`src/rtl/lw_sram_pkg.sv`:
```
// Package: shared operation encoding for the late-write memory.
// Assumes: one operation at most per clock edge.
package lw_sram_pkg;
    typedef enum logic [1:0] {
        OP_IDLE  = 2'd0,
        OP_READ  = 2'd1,
        OP_WRITE = 2'd2
    } lw_op_e;
endpackage

```
`src/rtl/lw_cmd_stage.sv`:
```
// Module: command capture stage.
// Takes address, select, write enable and lane enables at a rising edge and
// decodes them into one operation acted on at the next edge.
// Assumes: sleep is already synchronous to clk.
module lw_cmd_stage
    import lw_sram_pkg::*;
#(
    parameter int ADDR_W = 6,
    parameter int LANES  = 4
) (
    input  logic              clk,
    input  logic              rst_n,
    input  logic              sleep,
    input  logic              sel,
    input  logic              wr_en,
    input  logic [LANES-1:0]  lane_we,
    input  logic [ADDR_W-1:0] addr,
    output lw_op_e            op_q,
    output logic [ADDR_W-1:0] addr_q,
    output logic [LANES-1:0]  lanes_q
);

    // Decode the operation; sleep and deselect both yield an idle slot.
    always_ff @(posedge clk) begin
        if (!rst_n) begin
            op_q <= OP_IDLE;
        end else if (sleep || !sel) begin
            op_q <= OP_IDLE;
        end else begin
            op_q <= wr_en ? OP_WRITE : OP_READ;
        end
    end

    // Hold address and lane mask of the last accepted command.
    always_ff @(posedge clk) begin
        if (!rst_n) begin
            addr_q  <= '0;
            lanes_q <= '0;
        end else if (!sleep && sel) begin
            addr_q  <= addr;
            lanes_q <= lane_we;
        end
    end

    AST_SLEEP_IDLE: assert property (@(posedge clk) disable iff (!rst_n)
        sleep |=> (op_q == OP_IDLE));

endmodule

```
`src/rtl/lw_array.sv`:
```
// Module: storage array with per-lane write strobes.
// One write port and one combinational read port; each lane is a separate
// memory so that a lane mask needs no read-modify-write.
// Assumes: contents are not reset; callers write before reading.
module lw_array #(
    parameter int ADDR_W = 6,
    parameter int LANES  = 4,
    parameter int LANE_W = 9,
    localparam int DATA_W = LANES * LANE_W,
    localparam int DEPTH  = 1 << ADDR_W
) (
    input  logic              clk,
    input  logic              we,
    input  logic [ADDR_W-1:0] waddr,
    input  logic [LANES-1:0]  wlanes,
    input  logic [DATA_W-1:0] wdata,
    input  logic [ADDR_W-1:0] raddr,
    output logic [DATA_W-1:0] rdata
);

    for (genvar g = 0; g < LANES; g++) begin : g_lane
        logic [LANE_W-1:0] mem [DEPTH];

        // Write this lane when the commit strobe and its lane bit are set.
        always_ff @(posedge clk) begin
            if (we && wlanes[g]) begin
                mem[waddr] <= wdata[g*LANE_W +: LANE_W];
            end
        end

        assign rdata[g*LANE_W +: LANE_W] = mem[raddr];
    end

endmodule

```
`src/rtl/lw_hold_reg.sv`:
```
// Module: pending-write register with commit and lane bypass.
// A load parks a new write here and, if one was already parked, hands the
// old one to the array in the same edge. Reads are merged lane by lane.
// Assumes: load and a read merge never use the same edge.
module lw_hold_reg #(
    parameter int ADDR_W = 6,
    parameter int LANES  = 4,
    parameter int LANE_W = 9,
    localparam int DATA_W = LANES * LANE_W
) (
    input  logic              clk,
    input  logic              rst_n,
    input  logic              load,
    input  logic [ADDR_W-1:0] load_addr,
    input  logic [LANES-1:0]  load_lanes,
    input  logic [DATA_W-1:0] load_data,
    input  logic [ADDR_W-1:0] rd_addr,
    input  logic [DATA_W-1:0] arr_word,
    output logic [DATA_W-1:0] merged,
    output logic              commit_en,
    output logic [ADDR_W-1:0] commit_addr,
    output logic [LANES-1:0]  commit_lanes,
    output logic [DATA_W-1:0] commit_data
);

    logic              pend_valid;
    logic [ADDR_W-1:0] pend_addr;
    logic [LANES-1:0]  pend_lanes;
    logic [DATA_W-1:0] pend_data;
    logic              hit;

    // Park each new write; earlier contents leave through the commit port.
    always_ff @(posedge clk) begin
        if (!rst_n) begin
            pend_valid <= 1'b0;
            pend_addr  <= '0;
            pend_lanes <= '0;
            pend_data  <= '0;
        end else if (load) begin
            pend_valid <= 1'b1;
            pend_addr  <= load_addr;
            pend_lanes <= load_lanes;
            pend_data  <= load_data;
        end
    end

    assign commit_en    = load && pend_valid;
    assign commit_addr  = pend_addr;
    assign commit_lanes = pend_lanes;
    assign commit_data  = pend_data;
    assign hit          = pend_valid && (pend_addr == rd_addr);

    for (genvar g = 0; g < LANES; g++) begin : g_merge
        assign merged[g*LANE_W +: LANE_W] = (hit && pend_lanes[g])
            ? pend_data[g*LANE_W +: LANE_W]
            : arr_word[g*LANE_W +: LANE_W];
    end

    AST_PEND_HOLD: assert property (@(posedge clk) disable iff (!rst_n)
        !load |=> ($stable(pend_addr) && $stable(pend_data) && $stable(pend_lanes)));
    AST_LOAD_PARKS: assert property (@(posedge clk) disable iff (!rst_n)
        load |=> (pend_valid && pend_addr == $past(load_addr)));

endmodule

```
`src/rtl/lw_sram.sv`:
```
// Module: late-write pipelined memory, top level.
// Command at edge N, write data at edge N+1, commit at the next write,
// read data registered after edge N+1, lane-wise bypass from the pending
// write. Sleep freezes commands and drops the drive enable.
// Assumes: sleep is raised only when no write data is still due.
module lw_sram
    import lw_sram_pkg::*;
#(
    parameter int ADDR_W = 6,
    parameter int LANES  = 4,
    parameter int LANE_W = 9,
    localparam int DATA_W = LANES * LANE_W
) (
    input  logic              clk,
    input  logic              rst_n,
    input  logic              sleep,
    input  logic              sel,
    input  logic              wr_en,
    input  logic [LANES-1:0]  lane_we,
    input  logic [ADDR_W-1:0] addr,
    input  logic [DATA_W-1:0] wdata,
    input  logic              oe,
    output logic [DATA_W-1:0] rdata,
    output logic              rdata_drv
);

    lw_op_e            op_q;
    logic [ADDR_W-1:0] addr_q;
    logic [LANES-1:0]  lanes_q;
    logic [DATA_W-1:0] arr_word;
    logic [DATA_W-1:0] merged;
    logic              commit_en;
    logic [ADDR_W-1:0] commit_addr;
    logic [LANES-1:0]  commit_lanes;
    logic [DATA_W-1:0] commit_data;
    logic [DATA_W-1:0] dout_q;

    lw_cmd_stage #(.ADDR_W(ADDR_W), .LANES(LANES)) cmd_i (
        .clk     (clk),
        .rst_n   (rst_n),
        .sleep   (sleep),
        .sel     (sel),
        .wr_en   (wr_en),
        .lane_we (lane_we),
        .addr    (addr),
        .op_q    (op_q),
        .addr_q  (addr_q),
        .lanes_q (lanes_q)
    );

    lw_hold_reg #(.ADDR_W(ADDR_W), .LANES(LANES), .LANE_W(LANE_W)) hold_i (
        .clk          (clk),
        .rst_n        (rst_n),
        .load         (op_q == OP_WRITE),
        .load_addr    (addr_q),
        .load_lanes   (lanes_q),
        .load_data    (wdata),
        .rd_addr      (addr_q),
        .arr_word     (arr_word),
        .merged       (merged),
        .commit_en    (commit_en),
        .commit_addr  (commit_addr),
        .commit_lanes (commit_lanes),
        .commit_data  (commit_data)
    );

    lw_array #(.ADDR_W(ADDR_W), .LANES(LANES), .LANE_W(LANE_W)) array_i (
        .clk    (clk),
        .we     (commit_en),
        .waddr  (commit_addr),
        .wlanes (commit_lanes),
        .wdata  (commit_data),
        .raddr  (addr_q),
        .rdata  (arr_word)
    );

    // Output register: loaded only by a read operation.
    always_ff @(posedge clk) begin
        if (!rst_n) begin
            dout_q <= '0;
        end else if (op_q == OP_READ) begin
            dout_q <= merged;
        end
    end

    assign rdata     = dout_q;
    assign rdata_drv = oe && !sleep;

    AST_OUT_HOLD: assert property (@(posedge clk) disable iff (!rst_n)
        (op_q != OP_READ) |=> $stable(dout_q));
    AST_SAME_READ: assert property (@(posedge clk) disable iff (!rst_n)
        (op_q == OP_READ && $past(op_q) == OP_READ && addr_q == $past(addr_q))
        |=> $stable(dout_q));

endmodule

```
`config.mk`:
```
export PLATFORM = sky130hd
export DESIGN_NAME = lw_sram
export DESIGN_NICKNAME = d
export VERILOG_FILES = /design/src/rtl/lw_sram_pkg.sv /design/src/rtl/lw_cmd_stage.sv /design/src/rtl/lw_array.sv /design/src/rtl/lw_hold_reg.sv /design/src/rtl/lw_sram.sv
export SDC_FILE = /design/constraint.sdc
export NUM_CORES = 2
export LEC_CHECK = 0
export BUFFER_PORTS_ARGS = -buffer_cell sky130_fd_sc_hd__buf_2
export CORE_MARGIN = 4
export CORE_UTILIZATION = 45
export CTS_BUF_LIST = sky130_fd_sc_hd__clkbuf_8
export DETAILED_ROUTE_END_ITERATION = 8
export GPL_TIMING_DRIVEN = 0
export PLACE_DENSITY_LB_ADDON = 0.3
export SLEW_MARGIN = 15
export SYNTH_ARGS = -nofsm -noshare
export SYNTH_HDL_FRONTEND = slang
export SYNTH_SLANG_ARGS = --single-unit
```
`constraint.sdc`:
```
create_clock -name clk -period 5.93 [get_ports clk]
set_input_delay 0 -clock clk [delete_from_list [all_inputs] [get_ports clk]]
set_output_delay 0 -clock clk [all_outputs]
set_load 0.01 [all_outputs]
```
==> run_results.csv <==
group,metric,value,unit
run_status,outcome,"finished, violations left",
run_status,failed_checks,"design-rule violations",
placement,place_hpwl,215.9,mm
sta,fin_crit_sh,69.37,%
worst_setup_path,critPathKind,"flop to flop",
worst_setup_path,reg2reg_slack,1.82,ns
clocking,cts_root_buf,"clkbuf_8",
logic_synthesis,syn_avg_cell_area,20.21,µm²
sta,worst_slew_pin_slew,1.324,ns
logic_synthesis,synth-main-ff-cell,"edfxtp_1",
clocking,clk_pin_slew,0.07,ns
sta,setup_viol,0,
placement,portBuffers,88,
finish,nets,5285,
hold_path,worstHoldPathType,"primary input to flop",
finish,syn_to_final_growth,14.45,%
clocking,cts_setup_buffers,0,
floorplan,die_area,213600,µm²
worst_setup_path,worstSetupStartpointType,"flop",
sta,relSlewSlack,11.74,%
grt,grt_start_max_net_pins,67,
logic_synthesis,synth-warning-count,0,
power_and_ir_drop,netSwitchingPower,7.635,mW
sta,timing.final.ws_setup,1.817,ns
finish,fill_cells,15950,
detailed_routing,drc,15,
worst_setup_path,critical_path_arrival,5.05,ns
clocking,cts_resized,0,
sta,grt_setup_unrepaired,"false",
power_and_ir_drop,power.density,315.9,nW/µm²
placement,gp_congestion,1.023,
detailed_routing,vias,53410,
detailed_routing,via_per_inst,6.487,
floorplan,coreArea,205000,µm²
detailed_routing,drt_iter0_drc,9450,
clocking,clock_latency,1.12,ns
logic_synthesis,syn_inst,4594,
finish,layout_commonest_cell,"edfxtp_1",
sta,min_period,4.113,ns
floorplan,ios,89,
sta,skew,0.08947,ns
worst_setup_path,cp_max_fo,10,
floorplan,dieWidth,462.2,µm
clocking,cts_made_buffers,388,
clocking,clock-sinks,2405,
sta,fmax,243.1,MHz
logic_synthesis,async_flop_share,0,%
logic_synthesis,netlist_area,92840,µm²
logic_synthesis,synth_top_cell_area_share,74.52,%
worst_setup_path,critPathCaptureType,"flop",
power_and_ir_drop,combPwrFrac,4.5,%
clocking,htreeDepth,5,
floorplan,start_util,45.29,%
worst_setup_path,required,6.87,ns
clocking,cts_tree,"done",
detailed_routing,wl,321.1,mm
logic_synthesis,seq_area_frac_synth,76.70,%
grt,grt.total_usage,29.92,%
power_and_ir_drop,ir_worst_vdd,0.0002580,V
power_and_ir_drop,clkPwrFrac,40.4,%
power_and_ir_drop,p_int,25.93,mW
grt,grt_pass1_wl,428.6,mm
hold_path,hold_depth,5,
floorplan,rows,166,
grt,overflow,0,
floorplan,die_y,462.2,µm
hold_path,hp-start,"rst_n",
logic_synthesis,yosysTopAreaCell,"edfxtp_1",
worst_setup_path,r2r_cells,8,
finish,layout_common_cells,"edfxtp_1, mux4_2, clkbuf_8",
detailed_routing,drtAntennaViolNets,0,
sta,final_max_slew_viol_count,0,
logic_synthesis,synthesis.nets,4646,
logic_synthesis,synth_cell_types,57,
placement,place_ws,2.107,ns
clocking,cts_buffer_depth,4,
detailed_routing,first_pass_iters,9,
logic_synthesis,synth_edf_count,2304,
sta,report.final.hold_viol_count,0,
logic_synthesis,yosys-top-cells-area,"edfxtp_1, mux4_2, mux2i_1",
logic_synthesis,synth-seq-cells,2405,
detailed_routing,avgRoutedWirePerCell,39.00,µm
grt,grt_pass1_vias,51400,
power_and_ir_drop,p_sw_share,22.75,%
sta,fin_tns_setup,0,ns
power_and_ir_drop,power_frac_seq,55.1,%
power_and_ir_drop,leakagePower,33.39,nW
flow_run,drv_cap,0,
finish,final_layout_size_suffix_gt1_share,26.17,%
grt,antenna_found_initial,19,
[stage by stage]
step | util [%] | std cells | power, mW | hold slack (ns) | area [µm²]
3_3_place_gp | 47.14 | 7370 | 20.23 | 0.2445 | 96650
4_1_cts | 51.76 | 8211 | 33.49 | 0.06014 | 106100
6_report | 51.84 | 8234 | 33.56 | 0.2056 | 106300
3_5_place_dp | 47.75 | 7420 | 20.26 | 0.2392 | 97900
5_1_grt | 51.81 | 8216 | 34.37 | 0.1344 | 106200
2_1_floorplan | - | 4594 | 19.58 | 0.04641 | 92840
[sequential cells by signal, indices dropped and copies added (netlist names), named ones only]
name and cells:
rdata 36, cmd_i.addr_q 6, cmd_i.lanes_q 4, hold_i.commit_data 36, hold_i.commit_lanes 4, cmd_i.op_q 2, array_i.g_lane.mem 2304, hold_i.pend_valid 1
hold_i.commit_addr 6
[repair_timing]
| action | CTS | global route |
|---|---|---|
| hold buffers | 109 | 0 |
| setup endpoints to repair | 0 | 0 |
| hold endpoints to repair | 84 | 0 |
[logic make-up after synthesis]
family                 share of synthesized area [%]
buffers and inverters                          1.690
AO/OA/AOI/OAI                                  3.021
XOR/XNOR                                     0.05660
multiplexers                                   15.08
AND/OR/NAND/NOR                                3.457
flip-flops                                     76.70
[final timing paths]
kind / to
setup / recovery: rdata[27]$_SDFFE_PN0N_
hold / removal: rdata[18]$_SDFFE_PN0N_
hold reg to reg: hold_i.commit_lanes[3]$_SDFFE_PN0N_
setup reg to reg: rdata[27]$_SDFFE_PN0N_
[critical path: stages (launching register included)]
cell and delay (ns):
dfxtp_1 0.33, buf_2 0.36, buf_2 0.58, buf_1 1.01
mux4_2 0.44, nand2_1 0.10, nand3_1 0.11, a31oi_1 0.78
o22ai_1 0.20
[power groups by stage]
stage / clock, mW / sequential [mW] / combinational (mW)
2_1_floorplan: 0 / 18.9 / 0.718
3_3_place_gp: 0 / 18.9 / 1.30
3_5_place_dp: 0 / 18.9 / 1.40
4_1_cts: 13.5 / 18.5 / 1.46
5_1_grt: 14.4 / 18.5 / 1.52
6_report: 13.5 / 18.5 / 1.52
[area by class of cell]
class / instances / area, µm² / share of cell area, %
Inverter: 7 / 26.28 / 0.02473
Buffer: 274 / 1590 / 1.497
Multi-Input combinational cell: 1908 / 20340 / 19.14
Tap cell: 2688 / 3363 / 3.165
Clock inverter: 269 / 1429 / 1.345
Antenna cell: 21 / 52.55 / 0.04945
Timing Repair Buffer: 249 / 2499 / 2.351
Clock buffer: 413 / 5684 / 5.349
Sequential cell: 2405 / 71280 / 67.07
[cells in the mapped netlist, types with 3 or more instances]
cell,instances
nor2_1,289
nor4_1,14
o221ai_1,28
dfxtp_1,101
xor2_1,6
a211o_1,3
nor3_1,47
mux2i_1,215
a2111oi_0,4
clkbuf_1,111
buf_4,35
o211ai_1,19
and2_1,13
mux2_2,5
buf_2,56
o21ai_0,26
a31oi_1,21
buf_1,34
nand2_1,267
and3b_1,3
nand3_1,47
mux4_1,3
edfxtp_1,2304
a211oi_1,12
a311oi_1,6
a221oi_1,13
or2_2,5
inv_1,7
nor3b_1,6
a21oi_1,74
or3_1,7
nor2b_1,17
o21ai_1,5
buf_12,3
nand2b_1,9
o22ai_1,62
a22oi_1,124
buf_6,32
and3_1,13
mux4_2,520
nand4_1,7
[metal layers]
| layer | global-route usage [%] | part of all wire, % | vias up |
|---|---|---|---|
| li1 | - | - | 20250 |
| met1 | 39.12 | 35 | 27860 |
| met2 | 43.36 | 44 | 4355 |
| met3 | 10.60 | 14 | 936 |
| met4 | 17.71 | 7.0 | 16 |
| met5 | 0.3167 | 0.043 | - |
Power figures use the tool's default switching activity.
